**src/rtl/dbgen_pkg.sv**
```systemverilog
package dbgen_pkg;
  localparam int SEL_W     = 3;
  localparam int CNT_W     = 4;
  localparam int MAX_SHIFT = 5;
  localparam int PRE_W     = MAX_SHIFT;

  // last count value of the prescaler for a select code (divide minus one)
  function automatic logic [PRE_W-1:0] div_last(input logic [SEL_W-1:0] sel);
    int sh;
    sh = (int'(sel) > MAX_SHIFT) ? MAX_SHIFT : int'(sel);
    return PRE_W'((1 << sh) - 1);
  endfunction
endpackage

```
**src/rtl/dbp_edge.sv**
```systemverilog
module dbp_edge (
  input  logic clk,
  input  logic rst,
  input  logic phase_in,
  output logic phase_q,
  output logic edge_seen
);
  always_ff @(posedge clk) begin
    if (rst) phase_q <= 1'b0;
    else     phase_q <= phase_in;
  end

  assign edge_seen = phase_in ^ phase_q;

  a_r8_ref_cleared: assert property (@(posedge clk)
    $past(rst) |-> !phase_q);
endmodule

```
**src/rtl/dbp_prescaler.sv**
```systemverilog
module dbp_prescaler
  import dbgen_pkg::*;
(
  input  logic             clk,
  input  logic             rst,
  input  logic             clear,
  input  logic             run,
  input  logic [SEL_W-1:0] sel,
  output logic             tick
);
  logic [PRE_W-1:0] cnt;
  logic [PRE_W-1:0] last;

  assign last = div_last(sel);
  assign tick = run && (cnt == last);

  always_ff @(posedge clk) begin
    if (rst || clear)  cnt <= '0;
    else if (run)      cnt <= tick ? '0 : cnt + 1'b1;
  end

  // right after a clear only divide-by-one may tick
  a_r9_clear_restarts: assert property (@(posedge clk) disable iff (rst)
    clear && $stable(sel) |=> (!tick || div_last(sel) == '0));
endmodule

```
**src/rtl/dbp_counter.sv**
```systemverilog
module dbp_counter
  import dbgen_pkg::*;
(
  input  logic             clk,
  input  logic             rst,
  input  logic             start,
  input  logic             abort,
  input  logic             tick,
  input  logic [CNT_W-1:0] period,
  output logic             busy,
  output logic             done
);
  logic [CNT_W-1:0] cnt;
  logic [CNT_W:0]   nxt;

  assign nxt  = {1'b0, cnt} + 1'b1;
  assign done = busy && tick && (nxt >= {1'b0, period});

  always_ff @(posedge clk) begin
    if (rst || abort) begin
      cnt  <= '0;
      busy <= 1'b0;
    end else if (start) begin
      cnt  <= '0;
      busy <= 1'b1;
    end else if (busy && tick) begin
      cnt <= nxt[CNT_W-1:0];
      if (done) busy <= 1'b0;
    end
  end

  // a delay ends only on a prescaler tick, unless aborted or restarted
  a_r3_ends_on_tick: assert property (@(posedge clk) disable iff (rst)
    $fell(busy) && !$past(abort) && !$past(start) && !$past(rst) |-> $past(tick));
endmodule

```
**src/rtl/deadband_pair.sv**
```systemverilog
module deadband_pair
  import dbgen_pkg::*;
(
  input  logic             clk,
  input  logic             rst,
  input  logic             phase_in,
  input  logic [CNT_W-1:0] db_period,
  input  logic [SEL_W-1:0] db_prescale,
  input  logic             db_enable,
  output logic             gate_hi,
  output logic             gate_lo
);
  logic phase_q, edge_seen, bypass, start, tick, busy, done;

  assign bypass = !db_enable || (db_period == '0);
  assign start  = edge_seen && !bypass;

  dbp_edge u_edge (
    .clk(clk), .rst(rst), .phase_in(phase_in),
    .phase_q(phase_q), .edge_seen(edge_seen)
  );

  dbp_prescaler u_pre (
    .clk(clk), .rst(rst), .clear(start), .run(busy),
    .sel(db_prescale), .tick(tick)
  );

  dbp_counter u_cnt (
    .clk(clk), .rst(rst), .start(start), .abort(bypass),
    .tick(tick), .period(db_period), .busy(busy), .done(done)
  );

  always_ff @(posedge clk) begin
    if (rst) begin
      gate_hi <= 1'b0;
      gate_lo <= 1'b0;
    end else if (bypass) begin
      gate_hi <= phase_in;
      gate_lo <= !phase_in;
    end else if (edge_seen) begin
      gate_hi <= 1'b0;
      gate_lo <= 1'b0;
    end else if (!busy || done) begin
      gate_hi <= phase_q;
      gate_lo <= !phase_q;
    end
  end

  a_r1_exclusive: assert property (@(posedge clk) disable iff (rst)
    !(gate_hi && gate_lo));

  a_r2_edge_blanks: assert property (@(posedge clk) disable iff (rst)
    edge_seen && !bypass |=> !gate_hi && !gate_lo);

  a_r5_bypass_follow: assert property (@(posedge clk) disable iff (rst)
    bypass |=> (gate_hi == $past(phase_in)) && (gate_lo == !$past(phase_in)));

  a_r3_rise_needs_done: assert property (@(posedge clk) disable iff (rst)
    $rose(gate_hi) && !$past(bypass) && !$past(rst) |-> $past(done));
endmodule

```
**config.mk**
```make
export PLATFORM = sky130hd
export DESIGN_NAME = deadband_pair
export DESIGN_NICKNAME = d
export VERILOG_FILES = /design/src/rtl/dbgen_pkg.sv /design/src/rtl/dbp_edge.sv /design/src/rtl/dbp_prescaler.sv /design/src/rtl/dbp_counter.sv /design/src/rtl/deadband_pair.sv
export SDC_FILE = /design/constraint.sdc
export NUM_CORES = 1
export LEC_CHECK = 0
export ABC_AREA = 1
export BUFFER_PORTS_ARGS = -buffer_cell sky130_fd_sc_hd__clkbuf_2
export CAP_MARGIN = 10
export CORE_ASPECT_RATIO = 2
export CORE_MARGIN = 10
export CORE_UTILIZATION = 28
export CTS_CLUSTER_SIZE = 14
export DETAILED_ROUTE_END_ITERATION = 12
export GPL_ROUTABILITY_DRIVEN = 1
export HOLD_SLACK_MARGIN = 0.02
export SYNTH_ARGS = -nofsm -noshare
export SYNTH_HDL_FRONTEND = slang
export SYNTH_SLANG_ARGS = --single-unit
```
**constraint.sdc**
```tcl
create_clock -name clk -period 1.6 [get_ports clk]
set_input_delay 0.16 -clock clk [delete_from_list [all_inputs] [get_ports clk]]
set_output_delay 0.16 -clock clk [all_outputs]
set_load 0.01 [all_outputs]
```
==> impl_metrics.toml <==
[routing]
routed_wl_mm = 2.10
drtIter0Drc = 9
viasPerCell = 4.56
drc = 0
drt_pass1_iterations = 2
wl_met3_um = 59
top_layer = "met4"
vias = 903
wl_met1_um = 744
met2_length_mm = 1.22
drtAntennaViolNets = 0
wl_per_cell_um = 10.6

[clock_tree]
cts-buffers-inserted = 3
clk_latency_ns = 0.24
cts-root-buf = "clkbuf_8"
cts_buffer_depth = 2
clk_pin_slew_worst_paths_ns = 0.06
htreeDepth = 1
ctsHoldBuffers = 0
cts_tree = "yes"
clkSinkCount = 13

[sta]
period_needed_ns = 1.54
fin_tns_setup_ns = 0
hold_slack_ns = 0.0998
hold_viol_final = 0
max_freq_mhz = 651
setup_viol = 0
worstMarginPinSlew_ns = 0.333
maxSlewViolCount = 0
skew_ns = 0.00224
slew-limit-headroom_pct = 77.7
rsz0062_at_grt = "yes"
fin_crit_sh_pct = 96.0

[grt]
grt_pass1_wl_mm = 3.62
grt_max_degree = 8
grt_overflow = 0
antenna_found_initial = 0
grt_pass1_vias = 896
grt_use_total_pct = 7.58

[synth]
syn_area_um2 = 923
syn_area_per_cell_um2 = 6.69
yosysSeqAreaShare_pct = 28.2
postSynthCellCount = 138
synth_cell_types = 20
ys_ff_latch = 13
synth_nets = 158
ys_warn_count = 0

[placement]
portBuffers = 12
hpwlAfterDp_mm = 1.76
dpl-instance-area_um2 = 1110
gp_congestion = 0.781

[floorplan]
rows = 29
chipHeight_um = 101
dieArea_um2 = 6130
start_util_pct = 28.9
die_w_um = 60.6
core_area_um2 = 3190
num_io_pins = 13

[hold_path]
hold_class = "input pin to flop"

[worst_setup_path]
cp-end-kind = "flop"
worstPathMaxFanout = 5
crit_path_start_kind = "flop"
criticalPathCategory = "flop to flop"
crit_arrival_ns = 1.67
crit_required_ns = 1.73

[cells_and_area]
antennaDiodeCount = 0
final_common_cell = "nand2_1"
fill_cells = 349
fin_nets = 188
drive_gt1_share_pct = 30.5
final_area_um2 = 1230
area_delta_synth_final_pct = 33.3
layout_common_cells = "nand2_1, inv_1, nor2_1, clkbuf_2, buf_4"
final_core_util_pct = 38.6

[power]
ir_worst_vdd_v = 0.000358
cellPowerDensity_nw_per_um2 = 635
p_leak_nw = 0.625

[job]
max_cap_viol_count = 0

[run_status]
status = "finished, final reports clean"
## state kept, by name, summed over array words and instances (netlist names)
name and flops:
gate_hi 1, gate_lo 1, u_cnt.busy 1, u_cnt.cnt 4, u_edge.phase_q 1, u_pre.cnt 5
## layout make-up
type                            count  area (um2)  area share [%]
Timing Repair Buffer               25         161            13.1
Inverter                           24        90.1            7.32
Clock buffer                        4        45.0            3.66
Tap cell                           31        38.8            3.15
Sequential cell                    13         263            21.3
Multi-Input combinational cell    101         633            51.4
## layer usage
| layer | global-route usage (%) | vias up |
|---|---|---|
| met4 | 5.26 | 0 |
| met3 | 0.877 | 4 |
| li1 | - | 480 |
| met2 | 14.2 | 12 |
| met1 | 6.97 | 407 |
| met5 | 0 | - |
## metrics by stage
step,instances,setup slack (ns),power [mW]
2_1_floorplan,138,0.0437,0.434
3_3_place_gp,193,-0.0583,0.490
3_5_place_dp,193,-0.0548,0.491
4_1_cts,198,0.0255,0.785
5_1_grt,198,-0.0380,0.829
6_report,198,0.0642,0.781
## cell usage after synthesis, drive strengths merged
master   n  area, um2
a21oi    6       30.0
nand2   46        205
o21a     1       7.51
dfxtp   13        260
nand3    9       45.0
o32ai    1       8.76
xor2     5       43.8
ha       9        113
o21ai    3       15.0
nand3b   1       7.51
nor2    16       70.1
nor3     2       10.0
xnor2    2       17.5
inv     24       90.1
## cell families after synthesis
logic type	count (synthesis)	share of synthesized area (%)
buffers and inverters	24	9.76
AOI/OAI and AO/OA	11	6.64
adders and majority gates	9	12.2
and+or+nand+nor	74	36.6
xor gates and xnor gates	7	6.64
DFF	13	28.2
## critical path, stage by stage, from the launching register on
cell	delay, ns
dfxtp_2	0.34
ha_4	0.17
xor2_2	0.15
ha_1	0.28
nand2_1	0.05
nand2_1	0.06
nand2_1	0.06
nand2_2	0.07
nand2_4	0.07
a21oi_1	0.13
nor2_1	0.06
## report_power, final
part | switching [mW] | internal, mW | leakage, nW
combinational | 0.0846 | 0.0645 | 0.496
sequential | 0.00486 | 0.333 | 0.107
clock | 0.119 | 0.176 | 0.0228
total | 0.208 | 0.573 | 0.625
## path summary, 6_finish.rpt
| path | to | slack, ns | depth (start not counted) | from |
|---|---|---|---|---|
| setup / recovery | gate_lo$_SDFFE_PP0P_ | 0.06 | 10 | u_cnt.cnt[0]$_SDFFE_PP0P_ |
| hold / removal | u_edge.phase_q$_SDFF_PP0_ | 0.1 | 2 | rst |
| setup reg to reg | gate_lo$_SDFFE_PP0P_ | 0.06 | 10 | u_cnt.cnt[0]$_SDFFE_PP0P_ |
| hold reg to reg | u_cnt.cnt[3]$_SDFFE_PP0P_ | 0.52 | 2 | u_cnt.cnt[3]$_SDFFE_PP0P_ |
## timing repair
item / CTS / global route
setup endpoints to repair: 3 / 3
pin swaps: 4 / 3
gates resized for setup: 6 / 7
setup buffers: 1 / 0
cloned: 0 / 0
No activity file was read; power rests on OpenSTA's default activity.
